## config.mk

```make
export PLATFORM = sky130hd
export DESIGN_NAME = wdog_two_stage
export DESIGN_NICKNAME = d
export VERILOG_FILES = /design/src/rtl/wdog_pkg.sv /design/src/rtl/wdog_key_seq.sv /design/src/rtl/wdog_counter.sv /design/src/rtl/wdog_stage.sv /design/src/rtl/wdog_two_stage.sv
export SDC_FILE = /design/constraint.sdc
export NUM_CORES = 1
export LEC_CHECK = 0
export BUFFER_PORTS_ARGS = -buffer_cell sky130_fd_sc_hd__buf_2
export CORE_UTILIZATION = 41
export DETAILED_ROUTE_END_ITERATION = 8
export PLACE_DENSITY = 0.63
export SETUP_SLACK_MARGIN = 0.3
export SYNTH_ARGS = -nofsm -noshare
export SYNTH_HDL_FRONTEND = slang
export SYNTH_SLANG_ARGS = --single-unit
```

## constraint.sdc

```tcl
create_clock -name clk -period 1.76 [get_ports clk]
set_input_delay 0.088 -clock clk [delete_from_list [all_inputs] [get_ports clk]]
set_output_delay 0.088 -clock clk [all_outputs]
set_load 0.005 [all_outputs]
```

## src/rtl/wdog_pkg.sv

```systemverilog
package wdog_pkg;

  localparam int REG_ADDR_W = 2;

  typedef enum logic [REG_ADDR_W-1:0] {
    REG_LIMIT = 2'd0,
    REG_CTRL  = 2'd1,
    REG_KEY   = 2'd2,
    REG_CLEAR = 2'd3
  } reg_sel_e;

  localparam int CTRL_EN_BIT   = 0;
  localparam int CLR_FLAG_BIT  = 0;
  localparam int CLR_FAULT_BIT = 1;

endpackage

```

## src/rtl/wdog_key_seq.sv

```systemverilog
module wdog_key_seq #(
  parameter int                DATA_W = 16,
  parameter logic [DATA_W-1:0] KEY_A  = DATA_W'(16'hA602),
  parameter logic [DATA_W-1:0] KEY_B  = DATA_W'(16'hB480)
) (
  input  logic              clk,
  input  logic              rst,
  input  logic              en,
  input  logic              key_wr,
  input  logic [DATA_W-1:0] key_data,
  output logic              svc_o
);

  logic armed_q;

  // Only the next key-register write can complete a sequence.
  always_ff @(posedge clk) begin
    if (rst) begin
      armed_q <= 1'b0;
    end else if (!en) begin
      armed_q <= 1'b0;
    end else if (key_wr) begin
      armed_q <= (key_data == KEY_A);
    end
  end

  assign svc_o = en && key_wr && armed_q && (key_data == KEY_B);

endmodule

```

## src/rtl/wdog_counter.sv

```systemverilog
module wdog_counter #(
  parameter int CNT_W = 16
) (
  input  logic             clk,
  input  logic             rst,
  input  logic             en,
  input  logic             reload,
  input  logic [CNT_W-1:0] limit,
  output logic [CNT_W-1:0] cnt_o,
  output logic             expire_o
);

  logic [CNT_W-1:0] cnt_q;

  // ">=" rather than "==" so a limit lowered mid-count still expires.
  assign expire_o = en && !reload && (cnt_q >= limit);

  always_ff @(posedge clk) begin
    if (rst) begin
      cnt_q <= '0;
    end else if (!en || reload || expire_o) begin
      cnt_q <= '0;
    end else begin
      cnt_q <= cnt_q + CNT_W'(1);
    end
  end

  assign cnt_o = cnt_q;

endmodule

```

## src/rtl/wdog_stage.sv

```systemverilog
module wdog_stage (
  input  logic clk,
  input  logic rst,
  input  logic en,
  input  logic svc,
  input  logic expire,
  input  logic clr_flag,
  input  logic clr_fault,
  output logic stage_o,
  output logic irq_o,
  output logic fault_o
);

  logic stage_q;
  logic flag_q;
  logic fault_q;

  always_ff @(posedge clk) begin
    if (rst) begin
      stage_q <= 1'b0;
      flag_q  <= 1'b0;
      fault_q <= 1'b0;
    end else begin
      if (!en) begin
        stage_q <= 1'b0;
        flag_q  <= 1'b0;
      end else begin
        if (svc) begin
          stage_q <= 1'b0;
        end else if (expire) begin
          stage_q <= 1'b1;
        end
        // A set from an expiry takes priority over a clear on the same clock.
        if (expire) begin
          flag_q <= 1'b1;
        end else if (clr_flag) begin
          flag_q <= 1'b0;
        end
      end
      // expire is already gated by enable, so the fault cannot rise while disabled.
      if (expire && stage_q) begin
        fault_q <= 1'b1;
      end else if (clr_fault) begin
        fault_q <= 1'b0;
      end
    end
  end

  assign stage_o = stage_q;
  assign irq_o   = flag_q;
  assign fault_o = fault_q;

endmodule

```

## src/rtl/wdog_two_stage.sv

```systemverilog
module wdog_two_stage
  import wdog_pkg::*;
#(
  parameter int                DATA_W    = 16,
  parameter int                CNT_W     = 16,
  parameter logic [CNT_W-1:0]  LIMIT_RST = {CNT_W{1'b1}},
  parameter logic [DATA_W-1:0] KEY_A     = DATA_W'(16'hA602),
  parameter logic [DATA_W-1:0] KEY_B     = DATA_W'(16'hB480)
) (
  input  logic                  clk,
  input  logic                  rst,
  input  logic                  wr_en,
  input  logic [REG_ADDR_W-1:0] wr_addr,
  input  logic [DATA_W-1:0]     wr_data,
  output logic                  irq_o,
  output logic                  fault_o
);

  localparam int LIM_W = (CNT_W < DATA_W) ? CNT_W : DATA_W;

  logic             wr_limit;
  logic             wr_ctrl;
  logic             wr_key;
  logic             wr_clear;
  logic             clr_flag;
  logic             clr_fault;
  logic [CNT_W-1:0] limit_q;
  logic             en_q;
  logic [CNT_W-1:0] cnt_q;
  logic             svc;
  logic             expire;
  logic             stage_q;

  assign wr_limit  = wr_en && (wr_addr == REG_LIMIT);
  assign wr_ctrl   = wr_en && (wr_addr == REG_CTRL);
  assign wr_key    = wr_en && (wr_addr == REG_KEY);
  assign wr_clear  = wr_en && (wr_addr == REG_CLEAR);
  assign clr_flag  = wr_clear && wr_data[CLR_FLAG_BIT];
  assign clr_fault = wr_clear && wr_data[CLR_FAULT_BIT];

  always_ff @(posedge clk) begin
    if (rst) begin
      limit_q <= LIMIT_RST;
      en_q    <= 1'b0;
    end else begin
      if (wr_limit) begin
        limit_q <= CNT_W'(wr_data[LIM_W-1:0]);
      end
      if (wr_ctrl) begin
        en_q <= wr_data[CTRL_EN_BIT];
      end
    end
  end

  wdog_key_seq #(
    .DATA_W (DATA_W),
    .KEY_A  (KEY_A),
    .KEY_B  (KEY_B)
  ) u_key (
    .clk      (clk),
    .rst      (rst),
    .en       (en_q),
    .key_wr   (wr_key),
    .key_data (wr_data),
    .svc_o    (svc)
  );

  wdog_counter #(
    .CNT_W (CNT_W)
  ) u_cnt (
    .clk      (clk),
    .rst      (rst),
    .en       (en_q),
    .reload   (svc),
    .limit    (limit_q),
    .cnt_o    (cnt_q),
    .expire_o (expire)
  );

  wdog_stage u_stage (
    .clk       (clk),
    .rst       (rst),
    .en        (en_q),
    .svc       (svc),
    .expire    (expire),
    .clr_flag  (clr_flag),
    .clr_fault (clr_fault),
    .stage_o   (stage_q),
    .irq_o     (irq_o),
    .fault_o   (fault_o)
  );

endmodule

```

==> qor.txt <==
Via density: 5.15
Top fanout value on the critical path: 8
Sinks on Clock Net: 37
Worst reg-to-reg setup slack: 40 ps
Crit path capture type: register
Register Area: 743 µm²
Placer Congestion: 0.757
Full die area: 4890 µm²
RSZ-0062 raised after global routing: true
Final hold slack: 17.1 ps
Net Sw Frac: 23.5%
Longest Clk Path Bufs: 2
Total GRT Usage: 18.8%
Worst setup path endpoint: u_cnt.cnt_o[4]$_SDFF_PP0_
Hold_sp: wr_data[10]
Setup TNS: 0 ps
Drt pass-1 iters: 5
Mapped Cells: 210
Critical Path RT: 1980 ps
Critical path depth: 8
Clk_skew: 6.96 ps
First-pass GRT wire length: 7.20 mm
CP top delay family: compound AO/OA/AOI/OAI gates
Ys Warns: 0
Fillers: 395
Syn Area/Cell: 9.00 µm²
DPL Wire Length: 2.91 mm
Die width: 69.9 µm
NetSw: 370 µW
Pwr per Cell Area: 649 nW/µm²
Synth area leader: dfxtp_1
Clock-pin transition on the worst setup and hold timing paths: 70 ps
# H-tree levels: 2
Gate power share: 9.2%
Final period utilization: 97.8%
CTS tree: done
DR iter-0 viols: 86
DRC viols: 0
Crit path cell chain: inv_2 -> ha_4 -> nand2b_4 -> a2111o_1 -> o2111ai_4 -> buf_12 -> nand4_4 -> nor2_2
Count leader, synth: nor2_1
Post-synth cell types: 36
Clk pwr share: 36.0%
Maximum vdd ir drop: 0.466 mV
Die Ht: 69.9 µm
Antenna violations before repair: 0
Synthesized flop and latch total: 37
Ant diodes: 0
Int Power: 1210 µW
Detail Route Antenna Nets: 0
Area Overhead vs Synth: 28.5%
Worst reg2reg startpoint: u_cnt.cnt_o[0]$_SDFF_PP0_
I/O Buffers: 22
Leakage power: 0.00108 µW
Final wirelength: 4.07 mm
Worst R2R Path Depth: 8
Critical path's largest stage delay: 400 ps
Post-synth net total: 248
Vias in the first global route: 1546
Fraction of layout cells with a size suffix above 1: 28.7%
I/O pins: 23
# rows: 24
Crit path from: u_cnt.cnt_o[0]$_SDFF_PP0_
Inserted Clock Buffers: 5
WL/cell: 13.1 µm
Largest cells by area after synthesis: dfxtp_1, ha_1, nor2_1, a211o_1, inv_1
Endpoints failing hold: 0
Yosys top cell area share: 39.2%
CORE AREA: 4380 µm²
Status: finished, final reports clean
CP arrival: 1950 ps
Hold WC Path Type: in2reg
Largest net degree at the start of global routing: 33
CTS Hold Buffers Added: 0
MaxCap Viol Count: 0
Slowest cell on crit path: a2111o_1
Worst slew margin: 62.5%
Post-synth EDFFs: 0
Power share of the sequential group: 54.7%
Final Max Slew Viols: 0
Fin crit period: 1720 ps
Main synth FF type: dfxtp_1
Register area share after synthesis: 39.2%
Nets: 295
Worst path bufs/invs: 2
Footprint of the multi-input gates: 1180 µm²
Most instantiated cells after synthesis: nor2_1, dfxtp_1, inv_1
Root buf cell: clkbuf_8
Cell Area, Synth: 1890 µm²
Initial Util: 43.1%
WS Path Type: reg2reg
Worst-Skew Late Latency: 290 ps
Worst slew pin tran: 555 ps
Max Clk Rate: 581 MHz
Final setup fails: 0
GRT overflow: 0
Startpoint types: register
DR vias: 1595
Worst R2R End: u_cnt.cnt_o[4]$_SDFF_PP0_
Post-synth ARST share: 0%
metal layers:
metal,vias to the layer above,GRT usage [%],wire length (µm)
met5,-,0,0
met4,0,6.00,72
met3,10,4.91,103
met2,27,29.0,1820
met1,726,25.6,2080
li1,832,-,-
placed cells by master, fill, tap and decap left out, types with 9 or more instances in the layout:
cell,netlist,final
nand2_1,9,9
buf_4,0,22
dfxtp_1,37,35
inv_1,18,17
ha_1,17,14
a211o_1,16,16
buf_2,2,22
nor2_1,40,35
flip-flops by register name (all words and copies together), names as in the netlist:
name and cells:
u_stage.stage_o 1, u_key.armed_q 1, limit_q 16, u_stage.fault_o 1
en_q 1, u_stage.irq_o 1, u_cnt.cnt_o 16
worst register-to-register path: stages, from the launching register on:
cell and delay [ps]:
dfxtp_2 350, inv_2 50, ha_4 200, nand2b_4 130, a2111o_1 400, o2111ai_4 100
buf_12 150, nand4_4 150, nor2_2 150
cells by family (layout without fill, tap and decap cells):
logic type / Yosys count / after routing / share of synthesized area [%]
compound gates: 33 / 33 / 14.2
mux: 1 / 1 / 0.529
simple gates: 84 / 85 / 23.0
fa+ha+maj: 17 / 17 / 11.3
buf+inv: 24 / 71 / 5.29
xor+xnor: 14 / 14 / 6.49
flops: 37 / 37 / 39.2
power by group through the flow:
stage               sequential [µW]  combinational [µW]  clock, µW
floorplan                       880                81.4          0
global placement                881                 136          0
detailed placement              881                 138          0
CTS                             863                 142        578
global route                    864                 166        614
finish                          863                 145        568
repair_timing:
item,CTS,global route
cloned,1,0
pin swaps,5,10
buffers inserted,1,0
endpoints found under the setup margin,19,19
resized for setup,8,12
stage by stage:
step                      area, µm²  utilization [%]  std cells  total power, µW  worst slack, ps
after floorplan                1890                -        210              962             53.6
after global placement         2210             50.3        300             1020            -6.64
after detailed placement       2210             50.3        300             1020            -15.1
after CTS                      2370             54.2        310             1580            -24.4
after global routing           2430             55.4        310             1640            -56.5
final                          2430             55.4        310             1580             38.2
how the worst min path moves through the flow:
stage	endpoint	slack, ps	depth (start not counted)
global route	limit_q[6]$_SDFFE_PP1P_	20	2
global placement	limit_q[10]$_SDFFE_PP1P_	310	2
detailed placement	limit_q[14]$_SDFFE_PP1P_	310	2
CTS	limit_q[14]$_SDFFE_PP1P_	10	2
finish	limit_q[10]$_SDFFE_PP1P_	20	2
floorplan	limit_q[13]$_SDFFE_PP1P_	210	1
cell type report:
cell class	instances	share of cell area [%]
Multi-Input combinational cell	150	48.5
Clock buffer	8	3.30
Tap cell	52	2.68
Sequential cell	37	30.6
Timing Repair Buffer	45	12.2
Inverter	18	2.78
No activity file was read; power rests on OpenSTA's default activity.
